`src/rtl/uart_rx_queue.sv`:
```
module uart_rx_queue #(
  parameter int DEPTH = 16,
  parameter int CT_W  = 16
) (
  input  logic                        clk,
  input  logic                        rst_n,
  input  logic                        rx_valid,
  input  logic [7:0]                  rx_byte,
  input  logic                        rx_break,
  input  logic                        fcr_we,
  input  logic [7:0]                  fcr_wdata,
  input  logic                        rbr_rd,
  input  logic                        lsr_rd,
  input  logic [CT_W-1:0]             char_time,
  output logic [7:0]                  rd_data,
  output logic                        data_ready,
  output logic                        overrun_err,
  output logic                        break_seen,
  output logic                        trig_hit,
  output logic                        tmo_pend,
  output logic [$clog2(DEPTH):0]      rx_level,
  output logic [7:0]                  ctrl_val,
  output logic                        tx_flush
);
  localparam int AW = $clog2(DEPTH);
  localparam int CW = AW + 1;
  localparam int TW = CT_W + 2;
  localparam logic [CW-1:0] FULL = CW'(DEPTH);
  localparam logic [AW-1:0] LAST = AW'(DEPTH - 1);

  logic [7:0]    ctrl_q, hold_q;
  logic [7:0]    mem [DEPTH];
  logic [AW-1:0] wp, rp;
  logic [CW-1:0] cnt, lvl;
  logic          dr_q, oe_q, bi_q, tmo_q, txf_q, trun;
  logic [TW-1:0] tcnt;

  wire fen      = ctrl_q[0];
  wire ctl_hit  = fcr_we && (fcr_wdata != ctrl_q);
  wire en_flip  = ctl_hit && (fcr_wdata[0] ^ ctrl_q[0]);
  wire rx_clr   = ctl_hit && (fcr_wdata[1] || en_flip);
  wire push     = (rx_valid || rx_break) && !rx_clr;
  wire [7:0] pbyte = rx_break ? 8'h00 : rx_byte;
  wire f_pop    = fen && rbr_rd && (cnt != '0) && !rx_clr;
  wire f_push   = fen && push && (cnt != FULL);
  wire f_ovr    = fen && push && (cnt == FULL);
  wire empty_rd = fen ? (f_pop && cnt == CW'(1) && !push) : (rbr_rd && !push && !rx_clr);
  wire restart  = fen && !rx_clr && (push || (f_pop && cnt > CW'(1)));
  wire [TW-1:0] load = {char_time, 2'b00};

  always_comb begin
    case (ctrl_q[7:6])
      2'b00:   lvl = CW'(1);
      2'b01:   lvl = CW'(4);
      2'b10:   lvl = CW'(8);
      default: lvl = CW'(14);
    endcase
  end

  always_ff @(posedge clk) begin
    if (f_push) mem[wp] <= pbyte;
  end

  always_ff @(posedge clk or negedge rst_n) begin
    if (!rst_n) begin
      ctrl_q <= '0; txf_q <= 1'b0;
      wp <= '0; rp <= '0; cnt <= '0; hold_q <= '0;
    end else begin
      txf_q <= ctl_hit && (fcr_wdata[2] || en_flip);
      if (ctl_hit) ctrl_q <= fcr_wdata & 8'hC9;
      if (rx_clr) begin
        wp <= '0; rp <= '0; cnt <= '0;
      end else begin
        if (f_push) wp <= (wp == LAST) ? '0 : wp + AW'(1);
        if (f_pop)  rp <= (rp == LAST) ? '0 : rp + AW'(1);
        if (f_push && !f_pop)      cnt <= cnt + CW'(1);
        else if (f_pop && !f_push) cnt <= cnt - CW'(1);
      end
      if (!fen && push) hold_q <= pbyte;
    end
  end

  always_ff @(posedge clk or negedge rst_n) begin
    if (!rst_n) begin
      dr_q <= 1'b0; oe_q <= 1'b0; bi_q <= 1'b0;
    end else begin
      if (rx_clr)        dr_q <= 1'b0;
      else if (push)     dr_q <= 1'b1;
      else if (empty_rd) dr_q <= 1'b0;

      if (rx_clr)                        bi_q <= 1'b0;
      else if (rx_break)                 bi_q <= 1'b1;
      else if (lsr_rd || empty_rd)       bi_q <= 1'b0;

      if (f_ovr || (!fen && push && dr_q)) oe_q <= 1'b1;
      else if (lsr_rd)                     oe_q <= 1'b0;
    end
  end

  always_ff @(posedge clk or negedge rst_n) begin
    if (!rst_n) begin
      trun <= 1'b0; tcnt <= '0; tmo_q <= 1'b0;
    end else begin
      if (rx_clr) trun <= 1'b0;
      else if (restart) begin
        trun <= (load != '0);
        tcnt <= load;
      end else if (trun) begin
        tcnt <= tcnt - TW'(1);
        if (tcnt == TW'(1)) trun <= 1'b0;
      end

      if (rx_clr || (fen && rbr_rd)) tmo_q <= 1'b0;
      else if (trun && tcnt == TW'(1) && !restart && cnt != '0) tmo_q <= 1'b1;
    end
  end

  assign rd_data     = fen ? ((cnt != '0) ? mem[rp] : 8'h00) : hold_q;
  assign data_ready  = dr_q;
  assign overrun_err = oe_q;
  assign break_seen  = bi_q;
  assign trig_hit    = dr_q && (!fen || cnt >= lvl);
  assign tmo_pend    = tmo_q;
  assign rx_level    = cnt;
  assign ctrl_val    = ctrl_q;
  assign tx_flush    = txf_q;

  AST_NO_OVERFLOW: assert property (@(posedge clk) disable iff (!rst_n)
    cnt <= FULL);
  AST_OVERRUN_KEEPS: assert property (@(posedge clk) disable iff (!rst_n)
    (f_ovr && !rbr_rd) |=> (oe_q && cnt == FULL && $stable(rd_data)));
  AST_SAME_WRITE_IDLE: assert property (@(posedge clk) disable iff (!rst_n)
    (fcr_we && fcr_wdata == ctrl_q) |=> (!tx_flush && $stable(ctrl_q)));
  AST_TMO_NEEDS_DATA: assert property (@(posedge clk) disable iff (!rst_n)
    tmo_q |-> (cnt != '0));
  AST_BREAK_FLAGS: assert property (@(posedge clk) disable iff (!rst_n)
    (rx_break && !rx_clr) |=> (bi_q && dr_q));
  AST_STATUS_CLEAR: assert property (@(posedge clk) disable iff (!rst_n)
    (lsr_rd && !rx_valid && !rx_break) |=> (!bi_q && !oe_q));
  AST_EMPTY_READ: assert property (@(posedge clk) disable iff (!rst_n)
    (fen && rbr_rd && cnt == '0 && !push && !rx_clr) |=> (cnt == '0 && $stable(rp)));
endmodule

```
`config.mk`:
```
export PLATFORM = sky130hd
export DESIGN_NAME = uart_rx_queue
export DESIGN_NICKNAME = d
export VERILOG_FILES = /design/src/rtl/uart_rx_queue.sv
export SDC_FILE = /design/constraint.sdc
export NUM_CORES = 1
export LEC_CHECK = 0
export BUFFER_PORTS_ARGS = -buffer_cell sky130_fd_sc_hd__buf_4
export CORE_MARGIN = 4
export CORE_UTILIZATION = 45
export CTS_BUF_LIST = sky130_fd_sc_hd__clkbuf_16
export CTS_CLUSTER_DIAMETER = 150
export DETAILED_ROUTE_END_ITERATION = 7
export GPL_TIMING_DRIVEN = 0
export HOLD_SLACK_MARGIN = 0.06
export PLACE_DENSITY = 0.65
export SLEW_MARGIN = 20
export SYNTH_ARGS = -nofsm -noshare
export SYNTH_HDL_FRONTEND = slang
export SYNTH_SLANG_ARGS = --single-unit
```
`constraint.sdc`:
```
create_clock -name clk -period 2.3 [get_ports clk]
set_input_delay 0.345 -clock clk [delete_from_list [all_inputs] [get_ports clk]]
set_output_delay 0.345 -clock clk [all_outputs]
set_load 0.01 [all_outputs]
```
# Word level (Yosys, flattened, before mapping)
# Memory sizes are Yosys's and may differ from the RTL's.
# Cells that the tools add are included.
# op_classes
n_shift,0
n_mul,0
n_reduce_logical,52
eq_ne,9
muxes,32
div_mod_pow,0
bitwise_logic,2
magnitude_cmp,2
add_sub_neg,5
# ops
cell,n
18-bit 2-to-1 mux,2
1-bit logical AND,26
4-bit 2-to-1 mux,6
8-bit 2-to-1 mux,3
"18-bit by 1-bit == test with 1-bit output, second input constant",1
18-bit nonzero test,1
"18-bit by 1-bit subtractor with 18-bit output, second input constant",1
1-bit 2-to-1 mux,17
5-bit 2-to-1 mux,3
4-bit one-hot mux with 3 select lines,1
2-bit nonzero test,5
3-bit nonzero test,3
"4-bit by 1-bit adder with 4-bit output, second input constant",2
"4-bit == test, second input constant",2
1-bit logical OR,8
8-bit != test,1
1-bit zero test,6
"5-bit by 1-bit adder with 5-bit output, second input constant",1
"5-bit by 1-bit == test with 1-bit output, second input constant",1
"5-bit == test, second input constant",1
5-bit by 4-bit >= comparator with 1-bit output,1
"5-bit by 1-bit > comparator with 1-bit output, second input constant",1
"5-bit != test, second input constant",1
5-bit nonzero test,1
other kinds (7),7
# totals
inputBits,39
latch_bits,0
mem_count,1
output_inout_bits,27
rom_bits,0
mem_bits_rw,128
register_bits,49
elab_cells,115
# mem_list
memory,depth,word_bits,rd,rd_clocked_by_memory_dff,wr,line_no,text
mem,16,8,1,0,1,32,logic [7:0] mem [DEPTH];

# Longest topological paths before layout
# Gate-level depths: netlist (run 1).
# logic_depth
word_depth,15
depth_mapped,8
mapped_depth_nobuf,7

# Worst setup path after synthesis (run 1)
# Ideal clock, no wire load.
# synth_timing
path_type,register to register
startpoint,register cnt[0] (netlist: rx_level[0])
endpoint,"memory mem[0][0], enable pin"
period_less_slack_ns,2.572
path_buffers,0
arrival_ns,2.189
setup_ns,0.383
t_required_ns,1.917
path_stages_with_launch,8
slack_ns,-0.272
path_cell_list,dfrtp_1 -> inv_1 -> ha_1 -> nor3b_1 -> and2_1 -> nor2_1 -> nand2_1 -> nor3_1
# synth_between
elab_chain_cells,4
# synth_rtl
element,line_no,text
from (decl),34,"logic [CW-1:0] cnt, lvl;"
from (signal assigned),76,if (f_push && !f_pop) cnt <= cnt + CW'(1);
from (signal assigned),77,else if (f_pop && !f_push) cnt <= cnt - CW'(1);
5-bit != test,45,wire f_push = fen && push && (cnt != FULL);
1-bit logical AND,45,
1-bit 2-to-1 mux,61,if (f_push) mem[wp] <= pbyte;
1-bit 2-to-1 mux (implied by the code),61,
to (decl),32,
# No other way between the ends.

# Worst setup path in the final report (run 1)
# layout_timing
startpoint,register rp[0]
endpoint,output rd_data[7]
# layout_between
elab_chain_cells,3
# layout_rtl
element,line_no,text
from (decl),33,"logic [AW-1:0] wp, rp;"
from (signal assigned),75,if (f_pop) rp <= (rp == LAST) ? '0 : rp + AW'(1);
memory read 16 x 8 bit,--,
8-bit 2-to-1 mux (2 in series),118,assign rd_data = fen ? ((cnt != '0) ? mem[rp] : 8'h00) : hold_q;
to (decl),15,"output logic [7:0] rd_data,"
# No other way between the ends.

==> impl_metrics.py, run 1 <==
metrics = {
    "run_status": {
        "status": "finished, violations left",
        "violations": "setup timing",
    },
    "drt": {
        "vias": 5061,
        "post-route-drc-count": 0,
        "drtAntennaViolNets": 0,
        "drt_first_pass_iters": 5,
        "vias_per_cell": 5.72,
        "wl_per_cell_um": 21.0,
        "drt_wl_total_mm": 18.5,
        "drt_iter0_drc": 411,
    },
    "worst_setup_path": {
        "max_stage_delay_ps": 520,
        "r2r_cells": 9,
        "slowest_stage": "mux4_2",
        "worstSetupEndpointType": "output pin",
        "crit_path_start_kind": "flip-flop",
        "worst-path-max-fanout": 5,
        "crit_required_ps": 1960,
        "path_cells": "buf_8 -> buf_12 -> mux4_2 -> a22oi_2 -> a21oi_1 -> a21o_1 -> buf_4",
        "crit_type": "reg -> out",
        "cp.arrival_ps": 2350,
    },
    "place": {
        "dp_hpwl_mm": 12.1,
        "place_ws_ps": -688,
        "gp_congestion": 0.870,
        "io_buffer_count": 59,
        "placed_cells": 825,
    },
    "synth": {
        "syn-cell-area_mm2": 0.00790,
        "yosysTopAreaCellShare_pct": 48.6,
        "synth.largest_area_cell": "edfxtp_1",
        "synth_commonest_cells": "edfxtp_1, dfrtp_1, nor2_1",
        "ys.flop_type": "edfxtp_1",
        "ys_ff_latch": 177,
        "synth_area_leaders": "edfxtp_1, dfrtp_1, mux4_2, ha_1, nor2_1",
        "yosysMostFrequentCell": "edfxtp_1",
        "synthCells": 538,
        "avgSynthCellArea_um2": 14.7,
        "synth.distinct_cells": 56,
        "synth_edf_count": 128,
        "ys_seq_area_share_pct": 64.2,
        "async_flop_share_pct": 27.7,
        "ys_warn_count": 0,
    },
    "timing": {
        "skew_ps": 5.64,
        "fmax_mhz": 370,
        "relSlewSlack_pct": 37.5,
        "setup_viol": 8,
        "hold_violations": 0,
        "post-route-period-util_pct": 117,
        "slew_violations": 0,
        "rsz0062_at_grt": "true",
        "setup_total_negative_slack_ps": -2830,
        "worst_pin_slew_ps": 933,
        "setup_slack_ps": -400,
        "period_needed_ps": 2700,
    },
    "global_routing": {
        "antenna_found_initial": 0,
        "grt_max_degree": 50,
        "grt_overflow_total": 0,
        "grt_first_pass_wirelength_mm": 29.8,
        "grt.total_usage_pct": 19.6,
        "first_global_vias": 5178,
    },
    "floorplan": {
        "core_area_mm2": 0.0172,
        "io_pins": 66,
        "dieArea_mm2": 0.0197,
        "initial_utilization_pct": 45.8,
        "die_width_um": 141,
        "rows": 48,
        "die_h_um": 141,
    },
    "hold_path": {
        "min_path_type": "in -> reg",
        "whs_path_depth": 3,
    },
    "final_layout": {
        "fill_cells": 1308,
        "finalNonFillerCells": 885,
        "antennaDiodeCount": 0,
        "multi_input_area_mm2": 0.00293,
        "fin_nets": 701,
        "syn_to_final_growth_pct": 26.6,
        "final_core_util_pct": 58.1,
        "drive_above_1_share_pct": 36.1,
        "regArea_mm2": 0.00507,
    },
    "clocking": {
        "cts_max_path_buffers": 2,
        "clk_latency_ps": 430,
        "cts_tree": "yes",
        "htree_levels": 4,
        "clk_pin_slew_ps": 70,
        "cts.sinks": 177,
        "cts_buffers": 17,
        "root_buffer": "clkbuf_16",
    },
    "pwr": {
        "p_leak_uw": 0.00361,
        "fin_total_pwr_uw": 9200,
        "peakVddDrop_v": 0.000519,
        "p_per_area_mw_per_mm2": 920,
    },
    "run": {
        "max_cap_viol_count": 0,
    },
}
sequential cells by signal (all words and copies together) (netlist names):
signal	cells
tx_flush	1
wp	4
trun	1
rx_level	5
rp	4
hold_q	8
overrun_err	1
data_ready	1
mem	128
break_seen	1
tmo_pend	1
tcnt	18
ctrl_val	4
where the power goes:
part	switching, uW	internal [uW]	leakage [uW]
clock network	1330	1650	0.000297
registers	229	3650	0.00177
logic	1150	1190	0.00154
worst max-delay path, delay by kind of cell, from the launching register on:
family                 cells  cell delay (ps)
AOI/OAI and AO/OA          3              520
muxes                      1              520
buffers and inverters      3              470
DFF                        1              400
kinds of logic after synthesis:
logic type                 after synthesis  share of synthesized area [%]
DFF                                    177                           64.2
and+or+nand+nor                        147                           9.33
AOI/OAI and AO/OA                       91                           8.16
muxes                                   47                           11.2
buffers and inverters                   39                           2.36
xor gates and xnor gates                20                           2.22
adders and majority gates               16                           2.52
other                                    1                         0.0475
what timing repair did:
item / CTS / global route
buffers inserted: 24 / 3
gates cloned: 1 / 0
pin swaps: 24 / 8
resized for setup: 75 / 12
setup endpoints to repair: 165 / 69
hold endpoints to repair: 49 / 0
hold buffers: 1 / 0
stage by stage:
stage / hold WS, ps / instance area, um2
CTS: 126 / 9880
global placement: 424 / 8650
finish: 140 / 10000
detailed placement: 433 / 8660
floorplan: 49.4 / 7930
global route: 136 / 10000
cell type report:
type,instances,area share [%]
flip-flops and latches,177,50.7
multi-input cells,325,29.3
repair buffers,88,8.55
clock buffers,17,4.25
well taps,225,2.81
plain buffers,25,2.00
clock inverters,15,1.88
inverters,13,0.513
metal layers:
metal | track usage, % | routed length (um)
met5 | 0 | 0
met4 | 6.32 | 322
met3 | 3.96 | 885
met2 | 31.7 | 9220
met1 | 26.9 | 8120
worst paths after layout:
path / to / startpoint / slack [ps]
worst max-delay path: rd_data[7] / rp[0] / -400
worst min-delay path: ctrl_val[7] / fcr_wdata[7] / 140
worst max register to register: tcnt[16] / rx_level[0] / 80
worst min register to register: ctrl_val[3] / ctrl_val[3] / 510
max in group asynchronous: rp[1] / rst_n / 1300
min in group asynchronous: hold_q[4] / rst_n / 490
cell usage in the layout (no fill, tap or decap), types with 5 or more instances in the layout:
cell type / n
edfxtp_1: 128
buf_4: 72
dfrtp_1: 46
nor2_1: 36
mux4_2: 32
nand2_1: 25
a21oi_1: 24
xnor2_1: 17
clkbuf_16: 17
buf_12: 15
nor2_4: 13
ha_1: 13
mux2_2: 12
o21ai_0: 11
nor3_1: 11
inv_1: 10
a21o_1: 10
nor4_1: 10
buf_6: 8
a22oi_1: 8
a22oi_2: 8
nor2b_2: 8
and2_1: 6
clkbuf_1: 6
nand2b_1: 6
a31oi_1: 6
nor3_4: 5
inv_8: 5
Note: power is estimated with default switching activity, not from simulation.
==> inputs of run 2 (changes only) <==
- CORE_ASPECT_RATIO: unset -> 0.8
==> run 2 against run 1 <==
- the flow still finishes with violations (setup timing)
- sequential share of layout area is 0.43 points higher
- clock power is 7.4% lower
- sequential cell count stayed put
- fmax is 0.14% lower
- critical path depth stayed put
- hold slack worse by 2.1 ps
- die area hardly changed
- routed wire length is 0.72% higher
- final area is 0.85% lower
- first-iteration DRC count is 25% higher
==> impl_metrics.py, run 2 (synthesis gave the netlist of run 1 again) <==
metrics = {
    "run_status": {
        "status": "finished, violations left",
        "violations": "setup timing",
    },
    "global_routing": {
        "grt.total_usage_pct": 19.4,
        "grt_first_pass_wirelength_mm": 28.8,
        "grt_max_degree": 50,
        "antenna_found_initial": 0,
        "first_global_vias": 5136,
        "grt_overflow_total": 0,
    },
    "final_layout": {
        "largest_register_ffs": 128,
        "antennaDiodeCount": 0,
        "fin_nets": 696,
        "layout_common_cells": "edfxtp_1, buf_4, dfrtp_1",
        "layout_commonest_cell": "edfxtp_1",
        "largestRegisters": "mem (128), tcnt (18), hold_q (8)",
        "syn_to_final_growth_pct": 25.6,
        "drive_above_1_share_pct": 36.9,
        "largest-register": "mem",
    },
    "timing": {
        "post-route-period-util_pct": 118,
        "skew_ps": 7.77,
        "setup_total_negative_slack_ps": -2920,
        "worst_pin_slew_ps": 880,
        "rsz0062_at_grt": "true",
        "relSlewSlack_pct": 41.1,
        "setup_viol": 8,
        "slew_violations": 0,
        "setup_slack_ps": -404,
        "period_needed_ps": 2700,
        "worst_hold_slack_ps": 138,
        "fmax_mhz": 370,
        "hold_violations": 0,
    },
    "pwr": {
        "p_sw_share_pct": 29.5,
        "seqPwrFrac_pct": 42.9,
        "p_per_area_mw_per_mm2": 914,
        "p_leak_uw": 0.00358,
        "switchingPower_uw": 2670,
        "p_comb_share_pct": 26.6,
        "p_int_uw": 6390,
        "peakVddDrop_v": 0.000574,
        "clock_power_share_pct": 30.5,
    },
    "hold_path": {
        "hp-start": "fcr_wdata[6]",
        "min_path_type": "in -> reg",
    },
    "worst_setup_path": {
        "path_cells": "buf_12 -> buf_12 -> mux4_2 -> a22oi_2 -> a21oi_2 -> a21o_1 -> buf_6",
        "max_stage_delay_ps": 530,
        "crit_path_start": "rp[0]",
        "crit_top_cell": "buf_12",
        "cp.buffers_inverters": 3,
        "crit_type": "reg -> out",
        "worstSetupEndpointType": "output pin",
        "worst-path-max-fanout": 6,
        "rr_startpoint": "rx_level[0]",
        "crit_required_ps": 1960,
        "crit_path_start_kind": "flip-flop",
        "critPathTopFamily": "compound AO/OA/AOI/OAI gates",
        "cp.arrival_ps": 2360,
        "slowest_stage": "mux4_2",
        "r2r_slack_ps": 70,
    },
    "place": {
        "dp_hpwl_mm": 12.1,
        "place_ws_ps": -807,
        "io_buffer_count": 59,
        "gp_congestion": 0.813,
    },
    "floorplan": {
        "dieArea_mm2": 0.0198,
        "rows": 43,
        "core_area_mm2": 0.0173,
        "initial_utilization_pct": 45.8,
        "io_pins": 66,
        "die_width_um": 156,
        "die_h_um": 127,
    },
    "clocking": {
        "cts_buffers": 17,
        "cts_max_path_buffers": 2,
        "cts_tree": "yes",
        "cts.sinks": 177,
        "root_buffer": "clkbuf_16",
        "clk_latency_ps": 420,
        "htree_levels": 4,
        "clk_pin_slew_ps": 70,
    },
    "drt": {
        "wl_per_cell_um": 21.3,
        "drtAntennaViolNets": 0,
        "drt_iter0_drc": 512,
        "drt_wl_total_mm": 18.7,
        "post-route-drc-count": 0,
        "vias": 5057,
        "drt_first_pass_iters": 5,
        "vias_per_cell": 5.76,
    },
    "run": {
        "max_cap_viol_count": 0,
    },
}
==> run 2: cell types whose count changed in the layout (fill, tap and decap cells not counted), sizes merged <==
cell / before / now
buf: 103 / 96
bufinv: 2 / 1
clkinvlp: 2 / 0
clkinv: 4 / 7
clkbuf: 26 / 28
inv: 20 / 18
==> run 2: per-layer routing <==
layer	track usage [%]	routed length, um	part of all wire (%)	up-vias
li1	-	-	-	2260
met1	26.4	7960	43	2553
met2	30.4	8850	47	212
met3	5.01	1420	7.6	32
met4	7.30	446	2.4	0
met5	0	0	0	-
==> run 2: cell type report <==
| class | instances | area [um2] |
|---|---|---|
| Fill cell | 1327 | 7350 |
| Sequential cell | 177 | 5070 |
| Multi-Input combinational cell | 325 | 3000 |
| Timing Repair Buffer | 83 | 756 |
| Clock buffer | 17 | 425 |
| Tap cell | 225 | 282 |
| Buffer | 25 | 208 |
| Clock inverter | 13 | 130 |
| Inverter | 13 | 51.3 |
==> run 2: final timing paths <==
path | end | cells after the start
worst max register to register | tcnt[6] | 7
min in group asynchronous | rx_level[3] | 2
worst min-delay path | ctrl_val[6] | 3
worst min register to register | hold_q[0] | 1
max in group asynchronous | rp[1] | 2
worst max-delay path | rd_data[3] | 7
==> run 2: timing repair <==
action | 4_1_cts | 5_1_grt
hold buffers | 1 | 0
gates cloned | 1 | 1
endpoints found under the hold margin | 49 | 0
pin swaps | 19 | 14
gates resized for setup | 81 | 25
setup endpoints to repair | 157 | 109
buffers inserted | 14 | 7
==> run 2: worst min-delay path, delay by kind of cell <==
kind	cells	cell delay [ps]
buffers and inverters	1	80
AOI/OAI and AO/OA	1	60
and+or+nand+nor	1	40
==> run 2: stage by stage <==
stage / std cells / instance area, um2 / util (%) / power (uW)
2_1_floorplan: 541 / 7930 / - / 5210
3_3_place_gp: 825 / 8650 / 50.1 / 5790
3_5_place_dp: 825 / 8660 / 50.2 / 5860
4_1_cts: 870 / 9710 / 56.2 / 8900
5_1_grt: 878 / 9920 / 57.4 / 9490
6_report: 878 / 9920 / 57.4 / 9070
==> run 2: power groups by stage <==
stage	clock network, uW	logic [uW]	registers [uW]
after floorplan	0	1290	3910
after global placement	0	1870	3930
after detailed placement	0	1910	3960
after CTS	2810	2200	3890
after global routing	2960	2610	3920
final	2760	2420	3890
==> inputs of run 3 (changes only) <==
- CORE_UTILIZATION: 45 -> 44
- PLACE_DENSITY: 0.65 -> unset
- clock period: 2.3 -> 3.1 ns (I/O delays scaled with it)
==> run 3 against run 2 <==
- the run now ends clean
- clock-buffer cell count unchanged
- non-clock buffer count decreased by 24
- sequential cell count unchanged
- critical path depth unchanged
- clock skew increased by 1.8 ps
- hold slack got worse by 72 ps
- die area increased by 2.1%
- power decreased by 28%
- global-route usage decreased by 0.62 points
- register-to-register slack about the same
- largest cell class unchanged
==> impl_metrics.py, run 3 (synthesis gave the netlist of run 1 again) <==
metrics = {
    "run_status": {
        "status": "finished, final reports clean",
    },
    "drt": {
        "drt_iter0_drc": 431,
        "vias_per_cell": 5.75,
        "post-route-drc-count": 0,
        "drtAntennaViolNets": 0,
        "drt_first_pass_iters": 5,
        "vias": 4918,
        "drt_wl_total_mm": 18.0,
        "wl_per_cell_um": 21.1,
    },
    "final_layout": {
        "largest-register": "mem",
        "layout_commonest_cell": "edfxtp_1",
        "antennaDiodeCount": 0,
        "drive_above_1_share_pct": 28.8,
        "largestRegisters": "mem (128), tcnt (18), hold_q (8)",
        "fin_nets": 672,
        "layout_common_cells": "edfxtp_1, buf_4, dfrtp_1",
        "syn_to_final_growth_pct": 18.6,
        "largest_register_ffs": 128,
    },
    "pwr": {
        "p_per_area_mw_per_mm2": 698,
        "fin_total_pwr_uw": 6540,
        "seqPwrFrac_pct": 44.1,
        "p_sw_share_pct": 28.2,
        "p_leak_uw": 0.00340,
        "peakVddDrop_v": 0.000411,
        "p_comb_share_pct": 22.0,
        "switchingPower_uw": 1850,
        "p_int_uw": 4700,
        "clock_power_share_pct": 33.9,
    },
    "global_routing": {
        "grt_max_degree": 50,
        "grt.total_usage_pct": 18.8,
        "grt_overflow_total": 0,
        "antenna_found_initial": 1,
        "first_global_vias": 4988,
        "grt_first_pass_wirelength_mm": 28.3,
    },
    "floorplan": {
        "die_width_um": 158,
        "io_pins": 66,
        "rows": 43,
        "initial_utilization_pct": 45.2,
        "die_h_um": 128,
        "dieArea_mm2": 0.0202,
        "core_area_mm2": 0.0175,
    },
    "worst_setup_path": {
        "crit_path_start_kind": "flip-flop",
        "crit_required_ps": 3150,
        "cp.arrival_ps": 3090,
        "r2r_cells": 7,
        "worstSetupEndpointType": "flip-flop",
        "crit_type": "reg -> reg",
        "worst-path-max-fanout": 8,
    },
    "clocking": {
        "htree_levels": 4,
        "postCtsHoldBufs": 0,
        "root_buffer": "clkbuf_16",
        "cts_tree": "yes",
        "clk_latency_ps": 430,
        "cts_max_path_buffers": 2,
        "cts.sinks": 177,
        "cts_buffers": 17,
        "clk_pin_slew_ps": 70,
    },
    "timing": {
        "slew_violations": 0,
        "setup_viol": 0,
        "setup_slack_ps": 61.1,
        "worst_pin_slew_ps": 1120,
        "fmax_mhz": 329,
        "rsz0062_at_grt": "true",
        "relSlewSlack_pct": 25.4,
        "period_needed_ps": 3040,
        "post-route-period-util_pct": 98.0,
        "hold_violations": 0,
        "skew_ps": 9.54,
    },
    "place": {
        "gp_congestion": 0.824,
        "place_ws_ps": 52.9,
        "io_buffer_count": 59,
        "dp_hpwl_mm": 12.5,
    },
    "run": {
        "max_cap_viol_count": 0,
    },
    "hold_path": {
        "min_path_type": "in -> async",
    },
}
==> run 3: cell types whose count changed in the layout (fill, tap and decap cells not counted), sizes merged <==
| cell | change |
|---|---|
| buf | -21 |
| bufinv | +2 |
| clkbuf | -2 |
| clkinv | -1 |
| clkinvlp | +2 |
| dlygate4sd3 | -1 |
| inv | -1 |
==> run 3: worst paths after layout <==
check | startpoint | end | slack, ps
max | rx_level[0] | mem[12][0] | 60
min | rst_n | rx_level[3] | 70
max reg2reg | rx_level[0] | mem[12][0] | 60
min reg2reg | hold_q[0] | hold_q[0] | 510
max in group asynchronous | rst_n | hold_q[5] | 2590
min in group clk | fcr_wdata[7] | ctrl_val[7] | 260
==> run 3: power by group through the flow <==
stage / clock (uW) / combinational (uW) / sequential, uW
after floorplan: 0 / 958 / 2900
after global placement: 0 / 1380 / 2920
after detailed placement: 0 / 1410 / 2930
after CTS: 2250 / 1440 / 2880
after global routing: 2350 / 1590 / 2910
final: 2220 / 1440 / 2890
==> run 3: through the flow <==
stage | setup TNS (ps) | instance area [um2] | util [%] | instances | hold WS (ps)
2_1_floorplan | 0 | 7910 | - | 541 | 169
3_3_place_gp | -4970 | 8640 | 49.4 | 825 | 489
3_5_place_dp | 0 | 8660 | 49.6 | 825 | 498
4_1_cts | 0 | 9320 | 53.3 | 857 | 88.1
5_1_grt | -5010 | 9370 | 53.6 | 856 | 114
6_report | 0 | 9370 | 53.6 | 856 | 66.5
==> run 3: layout make-up <==
type	instances	area, um2
clock buffer	17	425
timing repair buffer	59	443
inverter	13	48.8
clock inverter	15	185
buffer	25	170
fill	1398	8110
tap	225	282
multi-input combinational	325	2750
sequential	177	5070
==> run 3: worst max-delay path, cell delays in order (launching register included) <==
cell and delay [ps]:
dfrtp_1 480, inv_1 180, ha_1 270, nor3b_1 160, and2_1 190, nor2_1 380
nand2_1 260, nor2_1 730
==> run 3: routing by layer <==
metal,vias up,GRT usage [%],share of wire (%)
met5,-,0,0
li1,2223,-,-
met3,15,4.59,6.2
met4,0,4.40,1.1
met1,2515,28.0,46
met2,165,28.1,47
==> run 3: what timing repair did <==
item,CTS,global route
gates cloned,0,0
setup endpoints to repair,8,104
pin swaps,0,1
buffers inserted,0,0
resized for setup,14,14
